--- src/rtl/rx_buf_pkg.sv ---
package rx_buf_pkg;
  localparam int unsigned BYTE_W = 8;
  typedef logic [BYTE_W-1:0] byte_t;

  // Controls handed from the index logic to the event flag
  typedef struct packed {
    logic push;
    logic pop;
    logic left_nz;
  } evt_ctl_t;
endpackage

--- src/rtl/rxb_ptr_ctrl.sv ---
module rxb_ptr_ctrl
  import rx_buf_pkg::*;
#(
  parameter int unsigned DEPTH = 6,
  parameter int unsigned PW    = $clog2(DEPTH),
  parameter int unsigned CW    = $clog2(DEPTH + 1)
) (
  input  logic          clk,
  input  logic          rst_n,
  input  logic          rx_armed,
  input  logic          in_valid,
  input  logic          data_rd,
  output logic [PW-1:0] head,
  output logic [CW-1:0] count,
  output logic          wr_en,
  output logic [PW-1:0] wr_idx,
  output evt_ctl_t      evt
);
  localparam int unsigned SW      = ((PW > CW) ? PW : CW) + 1;
  localparam logic [SW-1:0] DEP_S = SW'(DEPTH);
  localparam logic [CW-1:0] DEP_C = CW'(DEPTH);
  localparam logic [PW-1:0] LAST  = PW'(DEPTH - 1);

  logic          pop, push;
  logic [PW-1:0] head_d;
  logic [CW-1:0] count_d;
  logic [SW-1:0] tail_sum;
  logic          head_en, count_en;

  always_comb begin
    pop      = data_rd && rx_armed && (count != '0);
    push     = in_valid && (count != DEP_C);
    tail_sum = SW'(head) + SW'(count);
    if (tail_sum >= DEP_S) begin
      wr_idx = PW'(tail_sum - DEP_S);
    end else begin
      wr_idx = PW'(tail_sum);
    end
    wr_en    = push;
    head_en  = pop;
    head_d   = (head == LAST) ? '0 : head + PW'(1);
    count_en = pop ^ push;
    count_d  = push ? count + CW'(1) : count - CW'(1);
    evt.push    = push;
    evt.pop     = pop;
    evt.left_nz = (count_en ? count_d : count) != '0;
  end

  always_ff @(posedge clk or negedge rst_n) begin
    if (!rst_n) begin
      head <= '0;
    end else if (head_en) begin
      head <= head_d;
    end
  end

  always_ff @(posedge clk or negedge rst_n) begin
    if (!rst_n) begin
      count <= '0;
    end else if (count_en) begin
      count <= count_d;
    end
  end


  count_bound_chk: assert property (@(posedge clk) disable iff (!rst_n)
    count <= DEP_C);

  disarmed_hold_chk: assert property (@(posedge clk) disable iff (!rst_n)
    (data_rd && !rx_armed) |=> head == $past(head));

  full_hold_chk: assert property (@(posedge clk) disable iff (!rst_n)
    (count == DEP_C && !data_rd) |=> count == DEP_C);

  both_keep_chk: assert property (@(posedge clk) disable iff (!rst_n)
    (in_valid && data_rd && rx_armed && count != '0 && count != DEP_C) |=> $stable(count));
endmodule

--- src/rtl/rxb_store.sv ---
module rxb_store
  import rx_buf_pkg::*;
#(
  parameter int unsigned DEPTH = 6,
  parameter int unsigned PW    = $clog2(DEPTH)
) (
  input  logic          clk,
  input  logic          rst_n,
  input  logic          wr_en,
  input  logic [PW-1:0] wr_idx,
  input  byte_t         wr_data,
  input  logic [PW-1:0] rd_idx,
  output byte_t         rd_data
);
  byte_t slot_q [DEPTH];

  for (genvar i = 0; i < DEPTH; i++) begin : g_slot
    logic slot_en;
    always_comb slot_en = wr_en && (wr_idx == PW'(i));

    always_ff @(posedge clk or negedge rst_n) begin
      if (!rst_n) begin
        slot_q[i] <= '0;
      end else if (slot_en) begin
        slot_q[i] <= wr_data;
      end
    end


    slot_write_chk: assert property (@(posedge clk) disable iff (!rst_n)
      (wr_en && wr_idx == PW'(i)) |=> slot_q[i] == $past(wr_data));
  end

  always_comb begin
    rd_data = '0;
    for (int j = 0; j < DEPTH; j++) begin
      if (rd_idx == PW'(j)) rd_data = slot_q[j];
    end
  end
endmodule

--- src/rtl/rxb_ready_flag.sv ---
module rxb_ready_flag
  import rx_buf_pkg::*;
#(
  parameter int unsigned WDATA_W = 32
) (
  input  logic               clk,
  input  logic               rst_n,
  input  evt_ctl_t           evt,
  input  logic               rdy_wr,
  input  logic [WDATA_W-1:0] rdy_wdata,
  output logic               flag
);
  logic set_req, clr_req, flag_en, flag_d;

  always_comb begin
    set_req = evt.push || (evt.pop && evt.left_nz);
    clr_req = rdy_wr && (rdy_wdata == '0);
    flag_en = set_req || clr_req;
    flag_d  = set_req;
  end

  always_ff @(posedge clk or negedge rst_n) begin
    if (!rst_n) begin
      flag <= 1'b0;
    end else if (flag_en) begin
      flag <= flag_d;
    end
  end


  push_sets_chk: assert property (@(posedge clk) disable iff (!rst_n)
    evt.push |=> flag);

  zero_clears_chk: assert property (@(posedge clk) disable iff (!rst_n)
    (rdy_wr && rdy_wdata == '0 && !evt.push && !evt.pop) |=> !flag);

  nonzero_keeps_chk: assert property (@(posedge clk) disable iff (!rst_n)
    (!evt.push && !evt.pop && !(rdy_wr && rdy_wdata == '0)) |=> flag == $past(flag));

  empty_pop_keeps_chk: assert property (@(posedge clk) disable iff (!rst_n)
    (evt.pop && !evt.left_nz && !evt.push && !rdy_wr) |=> flag == $past(flag));
endmodule

--- src/rtl/rx_ready_buffer.sv ---
module rx_ready_buffer
  import rx_buf_pkg::*;
#(
  parameter int unsigned DEPTH   = 6,
  parameter int unsigned WDATA_W = 32,
  localparam int unsigned PW     = (DEPTH > 1) ? $clog2(DEPTH) : 1,
  localparam int unsigned CW     = $clog2(DEPTH + 1)
) (
  input  logic               clk,
  input  logic               rst_n,
  input  logic               rx_armed,
  input  logic               in_valid,
  input  logic [7:0]         in_byte,
  input  logic               data_rd,
  input  logic               rdy_wr,
  input  logic [WDATA_W-1:0] rdy_wdata,
  output logic [7:0]         head_byte,
  output logic [CW-1:0]      free_slots,
  output logic               rdy_event
);
  logic [PW-1:0] head, wr_idx;
  logic [CW-1:0] count;
  logic          wr_en;
  evt_ctl_t      evt;

  rxb_ptr_ctrl #(.DEPTH(DEPTH), .PW(PW), .CW(CW)) u_ptr (
    .clk      (clk),
    .rst_n    (rst_n),
    .rx_armed (rx_armed),
    .in_valid (in_valid),
    .data_rd  (data_rd),
    .head     (head),
    .count    (count),
    .wr_en    (wr_en),
    .wr_idx   (wr_idx),
    .evt      (evt)
  );

  rxb_store #(.DEPTH(DEPTH), .PW(PW)) u_store (
    .clk     (clk),
    .rst_n   (rst_n),
    .wr_en   (wr_en),
    .wr_idx  (wr_idx),
    .wr_data (in_byte),
    .rd_idx  (head),
    .rd_data (head_byte)
  );

  rxb_ready_flag #(.WDATA_W(WDATA_W)) u_flag (
    .clk       (clk),
    .rst_n     (rst_n),
    .evt       (evt),
    .rdy_wr    (rdy_wr),
    .rdy_wdata (rdy_wdata),
    .flag      (rdy_event)
  );

  always_comb begin
    free_slots = rx_armed ? (CW'(DEPTH) - count) : '0;
  end


  free_disarmed_chk: assert property (@(posedge clk) disable iff (!rst_n)
    !rx_armed |-> free_slots == '0);

  set_wins_chk: assert property (@(posedge clk) disable iff (!rst_n)
    (in_valid && free_slots != '0 && rdy_wr && rdy_wdata == '0) |=> rdy_event);
endmodule

--- config.mk ---
export PLATFORM = sky130hd
export DESIGN_NAME = rx_ready_buffer
export DESIGN_NICKNAME = d
export VERILOG_FILES = /design/src/rtl/rx_buf_pkg.sv /design/src/rtl/rxb_ptr_ctrl.sv /design/src/rtl/rxb_store.sv /design/src/rtl/rxb_ready_flag.sv /design/src/rtl/rx_ready_buffer.sv
export SDC_FILE = /design/constraint.sdc
export NUM_CORES = 1
export LEC_CHECK = 0
export ABC_AREA = 1
export BUFFER_PORTS_ARGS = -buffer_cell sky130_fd_sc_hd__buf_4
export CAP_MARGIN = 20
export CORE_UTILIZATION = 29
export DETAILED_ROUTE_END_ITERATION = 8
export PLACE_DENSITY_LB_ADDON = 0.2
export SYNTH_ARGS = -nofsm -noshare
export SYNTH_HDL_FRONTEND = slang
export SYNTH_SLANG_ARGS = --single-unit
--- constraint.sdc ---
create_clock -name clk -period 2 [get_ports clk]
set_input_delay 0.3 -clock clk [delete_from_list [all_inputs] [get_ports clk]]
set_output_delay 0.3 -clock clk [all_outputs]
set_load 0.005 [all_outputs]
# After elaboration in Yosys (flattened, before gate mapping)
# Cells that the tools add are included.
# Widths: inputs -> output; s select.
# word_totals
ff_bits	55
latch_bits	0
mem_bits_rw	0
mem_bits_ro	0
input_bits	46
output_inout_bits	12
word_cells	57
mem_count	0
# op_classes
n_addsub	6
mul	0
n_div	0
magnitude_cmp	1
eq_ne	11
n_shift	0
n_mux	11
bitwise	1
n_reduce_logical	18
# ops
op	n
$mux 8	6
$logic_not 32->1	1
$mux 3	5
$eq 3x2->1 const B	4
$eq 3x3->1 const B	4
$logic_and 1x1->1	11
$add 3x1->3 const B	2
$eq 3x1->1 const B	2
$logic_not 3->1	2
$reduce_bool 3->1	2
$add 3x3->4	1
$ge 4x3->1 const B	1
$ne 3x3->1 const B	1
$sub 3x1->3 const B	1
$sub 3x3->3 const A	1
$sub 3x3->3 const B	1
$logic_or 1x1->1	2
$xor 1x1->1	1

# Longest topological paths before layout
# Gate-level depths: netlist (run 1).
# depth
ltp_word	8
mapped_depth	14
mapped_depth_nobuf	14

# Cells and area by module
# Synthesis (run 1) repeated with hierarchy kept, for this count alone.
# unflattened
cells_unflattened	367
hier_area_um2	2901.5
# by_module_without_submodules
module	instances	cells_per_inst	area_each_um2
rxb_store	1	261	2185.8
rxb_ptr_ctrl	1	65	515.5
rxb_ready_flag	1	31	153.9
rx_ready_buffer	1	10	46.3

# Least setup slack after synthesis (run 1)
# OpenSTA, ideal clock, no wires.
# synth_path
kind	register to register
startpoint	register u_ptr.head[0]
endpoint	register u_store.slot_q[16] in the netlist's numbering
setup_ps	121
arrival_time_ps	1938
required_time_ps	1879
slack_ps	-59
path_stages_with_launch	11
synth_period_minus_slack_ps	2059
path_cell_list	dfrtp_1 -> ha_1 -> fa_1 -> xnor2_2 -> inv_1 -> nand2_1 -> nand3_2 -> buf_6 -> buf_4 -> o21ai_1 -> nand2_1
# synth_between
elab_chain_cells	5
elab_cells_between_ends	6
cone_classes	2 x add/sub; 1 x order compare; 1 x eq/ne; 1 x mux; 1 x reduce/logical
# synth_lines
item	line_no	rtl
from (decl)	rxb_ptr_ctrl.sv:13	output logic [PW-1:0] head,
from (signal assigned)	rxb_ptr_ctrl.sv:51	head <= '0;
from (signal assigned)	rxb_ptr_ctrl.sv:53	head <= head_d;
$add 3x3->4 *	rxb_ptr_ctrl.sv:33	tail_sum = SW'(head) + SW'(count);
$ge 4x3->1 / $sub 3x3->3 (equally long branches)	rxb_ptr_ctrl.sv:34, rxb_ptr_ctrl.sv:35	
$mux 3 *	rxb_ptr_ctrl.sv:34	if (tail_sum >= DEP_S) begin
$eq 3x2->1 *	rxb_store.sv:19	always_comb slot_en = wr_en && (wr_idx == PW'(i));
$logic_and 1x1->1 *	rxb_store.sv:19	
to (signal, indexed assignment)	rxb_store.sv:25	slot_q[i] <= wr_data;
to (decl)	rxb_store.sv:15	byte_t slot_q [DEPTH];
# Every way passes the cells marked *; elsewhere a longest branch is shown, timed or not.
# A chain may end at the register's enable or synchronous reset.

# Final worst setup path (run 1)
# layout_path
startpoint	register u_ptr.head[0]
endpoint	output head_byte[4]
# layout_between
elab_chain_cells	7
elab_cells_between_ends	12
cone_classes	5 x eq/ne; 6 x mux; 1 x reduce/logical
# layout_lines
item	line_no	rtl
$logic_not 3->1	rxb_store.sv:37	if (rd_idx == PW'(j)) rd_data = slot_q[j];
$mux 8 (5 in a row)	rxb_store.sv:37	
$mux 8 *	rxb_store.sv:37	
to (decl)	rx_ready_buffer.sv:17	output logic [7:0] head_byte,
# Marks and branches as above.

==> results of run 1 <==
## routing by layer
layer | GRT usage | part of all wire | vias up
met5 | 0 | 0 | -
met4 | 0.03620 | 0.012 | 0
met2 | 0.3038 | 0.49 | 45
li1 | - | - | 1545
met3 | 0.01839 | 0.041 | 10
met1 | 0.2282 | 0.45 | 1436
## kinds of logic (layout without fill, tap and decap cells)
kind of cell               after synthesis  in the layout  synth area share
buffers and inverters                   36            135           0.05263
and+or+nand+nor                        247            249            0.3443
DFF                                     55             55            0.4353
xor gates and xnor gates                 2              2          0.007916
AOI/OAI and AO/OA                       71             71            0.1195
adders and majority gates                9              9           0.04036
## critical path, cell delays in order (launching register included)
cell      delay, ps
dfrtp_1         390
buf_6           140
inv_6            40
nor3_4          200
buf_6           130
buf_6           120
nand2_2          50
o211ai_1        100
nand2_1          90
nand2_1          60
nand2_1          50
nand2_1          60
buf_4           100
## final cells by class
type	instances	area, sq um	share of cell area
Inverter	26	105.1	0.02332
Timing Repair Buffer	101	869.6	0.1929
Clock buffer	5	68.82	0.01527
Clock inverter	3	43.79	0.009717
Multi-Input combinational cell	331	1871	0.4150
Sequential cell	55	1379	0.3059
Tap cell	136	170.2	0.03776
## where the power goes
group | internal (mW) | switching, mW
sequential | 1.63 | 0.277
clock | 0.374 | 0.389
combinational | 2.92 | 4.06
total | 4.92 | 4.72
## metrics by stage
| stage | total power, mW | cells | instance area, sq um |
|---|---|---|---|
| final | 9.649 | 657 | 4507 |
| after global routing | 10.39 | 657 | 4507 |
| after CTS | 8.860 | 651 | 4283 |
| after detailed placement | 6.876 | 628 | 3909 |
| after global placement | 6.799 | 628 | 3909 |
| after floorplan | 5.209 | 420 | 3174 |
## worst paths after layout
path,startpoint,endpoint,cells after the start
setup / recovery,u_ptr.head[0],head_byte[4],12
hold / removal,rst_n,u_store.slot_q[10],1
setup reg to reg,u_ptr.head[1],u_store.slot_q[33],10
hold reg to reg,u_store.slot_q[19],u_store.slot_q[19],2
max in group asynchronous,rst_n,u_ptr.head[1],1
min in group clk,in_byte[0],u_store.slot_q[0],3
## timing repair
action	in CTS	in global routing
setup buffers	13	4
pin swaps	37	36
setup endpoints to repair	58	58
gates cloned	2	4
hold buffers	0	0
resized for setup	33	47
## registers in the layout, indices dropped and copies added (netlist names)
register,flops
u_ptr.count,3
u_store.slot_q,48
u_flag.flag,1
u_ptr.head,3
## layout by cell type (no fill, tap or decap), types with 2 or more instances in the layout
master / synthesis / final
buf_4: 1 / 84
nand2_2: 2 / 14
nand3_2: 4 / 2
clkbuf_16: 0 / 2
dfrtp_2: 0 / 2
nor2_8: 2 / 2
ha_1: 7 / 3
buf_12: 0 / 3
clkbuf_8: 0 / 5
buf_6: 3 / 11
nor3_4: 0 / 2
o21ai_2: 0 / 11
o21ai_1: 36 / 26
ha_2: 0 / 3
nand3_1: 10 / 9
fa_2: 0 / 2
nor2_4: 4 / 7
inv_2: 2 / 7
nand3_4: 0 / 3
inv_1: 24 / 17
o21ai_0: 15 / 14
dfrtp_1: 55 / 53
a21oi_2: 0 / 2
nand4_1: 2 / 2
nor2_1: 36 / 34
nand2_8: 0 / 3
o211ai_1: 7 / 7
a21oi_1: 11 / 9
nand2_1: 178 / 162
nand2_4: 4 / 6
==> impl_metrics.tcl, run 1 <==
set metrics [dict create \
    status "finished, violations left" \
    violations "negative setup slack" \
    fin_crit_ps 2148 \
    num-nets-final 575 \
    post-route-util 0.4308 \
    yosysTopAreaCell "dfrtp_1" \
    fillCellCount 1070 \
    tightest_slew_ps 728.1 \
    insertion_delay_ps 310 \
    maxSlewHeadroom 0.5146 \
    grt_pass1_wl_um 15500 \
    fp.dieW_um 106.4 \
    syn-num-nets 475 \
    synth_most_common_cell "nand2_1" \
    slew_viol_final 0 \
    period_share 1.074 \
    syn_inst 420 \
    port_buffers 57 \
    avgSynthCellArea_sq_um 7.528 \
    start_util 0.3022 \
    rsz0062_at_grt "true" \
    ys.flop_type "dfrtp_1" \
    timing.final.ws_setup_ps -148.0 \
    cts_made_buffers 5 \
    synth_top_area_share 0.4353 \
    crit_path_end_kind "output port" \
    first_iter_violations 201 \
    htree_num_levels 2 \
    start_kind "register" \
    netlist_area_sq_mm 0.003162 \
    root_buffer "clkbuf_8" \
    skew_ps 7.189 \
    die_area_sq_mm 0.01132 \
    dp_slack_ps -100.0 \
    p_leak_nw 2.266 \
    max_freq_mhz 465.5 \
    area_delta_synth_final_pct 42.54 \
    vdd_drop_max_mv 1.202 \
    grt_max_degree 56 \
    core_sq_mm 0.01046 \
    p_per_area_mw_per_mm2 2141 \
    row_count 37 \
    r2r_setup_slack_ps -130 \
    min_path_type "in2async" \
    io_pins 58 \
    ys_ff_latch 55 \
    overflow 0 \
    routabilityCongestion 0.8016 \
    hold_viol_final 0 \
    worstSetupPathType "reg2out" \
    cts_tree "done" \
    clock-sinks 55 \
    setup_violations 56 \
    grt_antenna_before_repair 0 \
    routed_wl_um 9653 \
    cts_buffer_depth 2 \
    drcViolationCount 0 \
    crit_arrival_ps 1850 \
    path_max_fanout 4 \
    dp_hpwl_um 6375 \
    tns_ps -4683 \
    ys_seq_area_frac 0.4353 \
    synthArstFlopShare 1.000 \
    synth_cell_types 32 \
    maxCapViolations 0 \
    ys_top_cells_by_area "dfrtp_1 (44%), nand2_1 (21%), o21ai_1 (5.7%)" \
    fp.dieH_um 106.4 \
    vias_per_cell 4.621 \
    cp.required_ps 1700 \
    drive_gt1_frac 0.3455 \
    synth_edf_count 0 \
    routedWlPerCell_um 14.69 \
    antenna_left 0 \
    whs_ps 40.87 \
    vias 3036 \
    yosys_warnings 0 \
    synth_commonest_cells "nand2_1 (178), dfrtp_1 (55), nor2_1 (36), o21ai_1 (36), inv_1 (24)" \
    antenna-diode-count 0 \
    first_pass_iters 5 \
    grtUsageTotal 0.1727 \
    clkTransAtPathRegs_ps 100 \
    grt_pass1_vias 3105 \
]
Note: power is estimated with default switching activity, not from simulation.
==> inputs of run 2 (changes only) <==
--- a/config.mk
+++ b/config.mk
@@ -11,6 +11,7 @@
 export CORE_UTILIZATION = 29
 export DETAILED_ROUTE_END_ITERATION = 8
 export PLACE_DENSITY_LB_ADDON = 0.2
+export SETUP_SLACK_MARGIN = 0.02
 export SYNTH_ARGS = -nofsm -noshare
 export SYNTH_HDL_FRONTEND = slang
 export SYNTH_SLANG_ARGS = --single-unit
==> impl_metrics.tcl, run 2 (same netlist as run 1, synthesis figures left out) <==
set metrics [dict create \
    grt_pass1_vias 3130 \
    first_pass_iters 6 \
    regArea_sq_mm 0.001376 \
    fp.dieW_um 106.4 \
    final_cell_mix "nand2_1 (158), buf_4 (89), dfrtp_1 (55)" \
    period_share 1.086 \
    routedWlPerCell_um 15.14 \
    antenna_left 0 \
    regMostFlops "u_store.slot_q" \
    violations "negative setup slack" \
    insertion_delay_ps 310 \
    fillCellCount 1039 \
    htree_num_levels 2 \
    maxSlewHeadroom 0.5177 \
    cts_tree "done" \
    drive_gt1_frac 0.3849 \
    multiInputGateArea_sq_mm 0.002017 \
    grtUsageTotal 0.1830 \
    dr.max_layer_used "met4" \
    vias 3178 \
    core_sq_mm 0.01046 \
    clock-sinks 55 \
    first_iter_violations 190 \
    start_util 0.3022 \
    largest_registers "u_store.slot_q (48), u_ptr.count (3), u_ptr.head (3)" \
    vias_per_cell 4.772 \
    cts_made_buffers 5 \
    path_max_fanout 8 \
    antenna-diode-count 0 \
    post-route-util 0.4517 \
    timing.final.ws_setup_ps -171.3 \
    wl_met3_um 389 \
    die_area_sq_mm 0.01132 \
    port_buffers 57 \
    setup_violations 56 \
    fp.dieH_um 106.4 \
    cts_hold_buf 0 \
    rsz0062_at_grt "true" \
    grt_antenna_before_repair 0 \
    hold_viol_final 0 \
    drcViolationCount 0 \
    grt_pass1_wl_um 16140 \
    cp.required_ps 2210 \
    maxCapViolations 0 \
    routabilityCongestion 0.8112 \
    root_buffer "clkbuf_8" \
    max_freq_mhz 460.5 \
    cts_buffer_depth 2 \
    overflow 0 \
    rr_worst_depth 10 \
    fin_crit_ps 2171 \
    dp_slack_ps -107.1 \
    grt_max_degree 56 \
    worstSetupPathType "reg2reg" \
    clkTransAtPathRegs_ps 100 \
    wl_met1_um 4524 \
    final_common_cell "nand2_1" \
    start_kind "register" \
    largest_reg_flops 48 \
    stdcell_area_sq_mm 0.004726 \
    row_count 37 \
    area_delta_synth_final_pct 49.47 \
    dp_hpwl_um 6094 \
    min_path_type "in2async" \
    routed_wl_um 10090 \
    tightest_slew_ps 723.5 \
    status "finished, violations left" \
    slew_viol_final 0 \
    skew_ps 9.351 \
    wl_met2_um 5045 \
    crit_path_end_kind "register" \
    io_pins 58 \
    num-nets-final 585 \
    crit_arrival_ps 2380 \
    placed_cell_area_sq_mm 0.003874 \
]
==> run 2: cell types whose count changed in the layout (fill, tap and decap cells not counted), sizes merged <==
cell	delta
buf	+10
clkbuf	-2
clkinv	-2
clkinvlp	+2
inv	-1
nand2	+2
==> run 2: final timing paths <==
kind                                    start  slack [ps]                  to
setup / recovery               u_ptr.count[0]        -170  u_store.slot_q[32]
hold / removal                          rst_n          30   u_store.slot_q[8]
setup reg to reg               u_ptr.count[0]        -170  u_store.slot_q[32]
hold reg to reg            u_store.slot_q[13]         490  u_store.slot_q[13]
max in group asynchronous               rst_n        1480       u_ptr.head[0]
min in group clk                   in_byte[5]         240  u_store.slot_q[37]
==> run 2: final cells by class <==
type	instances	area share
well taps	136	0.03601
inverters	26	0.02198
clock inverters	2	0.007943
multi-input cells	333	0.4268
repair buffers	109	0.2015
flip-flops and latches	55	0.2912
clock buffers	5	0.01456
==> run 2: metrics by stage <==
step / setup TNS, ps / instances / hold slack [ps]
floorplan: 0 / 420 / 4.409
global placement: -1944 / 625 / 418.4
detailed placement: -2627 / 625 / 416.8
CTS: -2300 / 652 / 72.94
global route: -11490 / 666 / 92.31
finish: -6071 / 666 / 32.78
==> run 2: timing repair <==
| action | in CTS | in global routing |
|---|---|---|
| gates resized for setup | 54 | 66 |
| pin swaps | 49 | 41 |
| endpoints found under the setup margin | 58 | 58 |
| cloned | 6 | 2 |
| setup buffers | 14 | 12 |
==> run 2: critical path, stage by stage (launching register included) <==
cell and delay [ps]:
dfrtp_1 400, ha_2 210, fa_2 430, xnor2_4 210, inv_2 70, nand2_4 90
nand3_4 100, buf_12 180, buf_4 140, o21ai_0 160, nand2_1 80
==> run 2: routing by layer <==
metal / global-route usage / vias up
met1: 0.2471 / 1530
li1: - / 1574
met3: 0.02575 / 10
met5: 0 / -
met2: 0.3089 / 64
met4: 0.04207 / 0
Power of run 2 is left out: the tool's default activity adds up to more than one toggle a clock period on the data nets, which glitch-free logic cannot reach.
==> inputs of run 3 (changes only) <==
--- a/config.mk
+++ b/config.mk
@@ -8,6 +8,9 @@
 export ABC_AREA = 1
 export BUFFER_PORTS_ARGS = -buffer_cell sky130_fd_sc_hd__buf_4
 export CAP_MARGIN = 20
+export CELL_PAD_IN_SITES_DETAIL_PLACEMENT = 1
+export CELL_PAD_IN_SITES_GLOBAL_PLACEMENT = 1
+export CORE_ASPECT_RATIO = 1.75
 export CORE_UTILIZATION = 29
 export DETAILED_ROUTE_END_ITERATION = 8
 export PLACE_DENSITY_LB_ADDON = 0.2
==> impl_metrics.tcl, run 3 (same netlist as run 1, synthesis figures left out) <==
set metrics [dict create \
    largest_registers "u_store.slot_q (48), u_ptr.count (3), u_ptr.head (3)" \
    cts_buffer_depth 2 \
    root_buffer "clkbuf_16" \
    cts_hold_buf 0 \
    crit_arrival_ps 1850 \
    met3_usage 0.02736 \
    grt_max_degree 56 \
    max_freq_mhz 464.1 \
    largest_reg_flops 48 \
    setup_violations 56 \
    placed_cells 632 \
    antenna_left 0 \
    num-nets-final 578 \
    row_count 50 \
    maxCapViolations 0 \
    crit_end "head_byte[1]" \
    insertion_delay_ps 300 \
    fin_crit_ps 2154 \
    rr_startpoint "u_ptr.head[1]" \
    io_pins 58 \
    clkTransAtPathRegs_ps 70 \
    vias 3228 \
    rr_worst_depth 8 \
    min_path_type "in2async" \
    fp.dieW_um 80.93 \
    gr-usage-met1 0.2085 \
    cts_made_buffers 5 \
    busiest_layer "met2" \
    vias_per_cell 4.936 \
    grt_pass1_wl_um 17380 \
    grtUsageMet2 0.3892 \
    first_iter_violations 87 \
    whs_ps 70.97 \
    port_buffers 57 \
    regMostFlops "u_store.slot_q" \
    crit_path_end_kind "output port" \
    slew_viol_final 0 \
    tightest_slew_ps 748.9 \
    dp_slack_ps -103.0 \
    antenna-diode-count 0 \
    path_max_fanout 8 \
    grt_antenna_before_repair 0 \
    drcViolationCount 0 \
    core_sq_mm 0.01064 \
    area_delta_synth_final_pct 45.23 \
    overflow 0 \
    worstReg2RegEnd "u_store.slot_q[22]" \
    worstSetupPathType "reg2out" \
    tns_ps -4816 \
    p_leak_nw 2.292 \
    layout.cells.non_filler 654 \
    first_pass_iters 4 \
    rsz0062_at_grt "true" \
    critPathLaunch "u_ptr.head[0]" \
    cp.required_ps 1700 \
    start_util 0.2973 \
    grt_pass1_vias 3502 \
    fillCellCount 1299 \
    skew_ps 7.819 \
    grtUsageTotal 0.2053 \
    routabilityCongestion 0.7599 \
    violations "negative setup slack" \
    fp.dieH_um 140.1 \
    hold_viol_final 0 \
    die_area_sq_mm 0.01134 \
    final_cell_mix "nand2_1 (158), buf_4 (88), dfrtp_1 (53)" \
    p_total_mw 10.06 \
    cts_tree "done" \
    start_kind "register" \
    vdd_drop_max_mv 1.009 \
    period_share 1.077 \
    maxSlewHeadroom 0.5008 \
    status "finished, violations left" \
    final_common_cell "nand2_1" \
    htree_num_levels 2 \
    clock-sinks 55 \
    routed_wl_um 10870 \
    p_per_area_mw_per_mm2 2190 \
    dp_hpwl_um 7660 \
    routedWlPerCell_um 16.62 \
    timing.final.ws_setup_ps -154.5 \
    drive_gt1_frac 0.3550 \
    r2r_setup_slack_ps -140 \
]
-- run 3: worst min path at each step --
stage | start | end | slack [ps] | cells after the start
after CTS | rst_n | u_store.slot_q[5] | 100 | 1
after detailed placement | rst_n | u_store.slot_q[1] | 410 | 1
after global placement | rst_n | u_store.slot_q[2] | 410 | 1
after global routing | rst_n | u_store.slot_q[9] | 120 | 1
after floorplan | rst_n | u_flag.flag | 4 | 0
final | rst_n | u_store.slot_q[9] | 70 | 1
-- run 3: repair_timing --
action                                  CTS  global route
endpoints found under the setup margin   57            59
setup buffers                             6             5
cloned                                    3             0
gates resized for setup                  46            37
pin swaps                                31            24
-- run 3: area by class of cell --
type / instances / area [sq um] / share of cell area
Multi-Input combinational cell: 331 / 1887 / 0.4109
Tap cell: 130 / 162.7 / 0.03542
Clock buffer: 8 / 156.4 / 0.03406
Inverter: 26 / 110.1 / 0.02398
Timing Repair Buffer: 104 / 897.1 / 0.1954
Sequential cell: 55 / 1379 / 0.3003
-- run 3: layer usage --
layer / routed length (um) / vias to the layer above / share of wire
met1: 3874 / 1566 / 0.36
met4: 472 / 0 / 0.043
li1: - / 1558 / -
met5: 0 / - / 0
met2: 6186 / 76 / 0.57
met3: 338 / 28 / 0.031
-- run 3: where the power goes --
group	internal, mW	switching, mW
clock network	0.535	0.401
logic	3.03	4.13
registers	1.63	0.329
total	5.20	4.86
-- run 3: per-stage QoR --
| stage | utilization | area [sq um] |
|---|---|---|
| global placement | 0.3762 | 4001 |
| floorplan | - | 3174 |
| detailed placement | 0.3762 | 4001 |
| global route | 0.4318 | 4592 |
| CTS | 0.4161 | 4425 |
| finish | 0.4318 | 4592 |
-- run 3: worst max-delay path: stages, from the launching register on --
cell and delay, ps:
dfrtp_1 370, buf_6 140, inv_8 40, nor3_4 200, buf_6 180, nand2_2 50, o211ai_1 140, nand2_1 150
nand2_2 100, nand2_1 50, nand2_1 50, buf_4 100
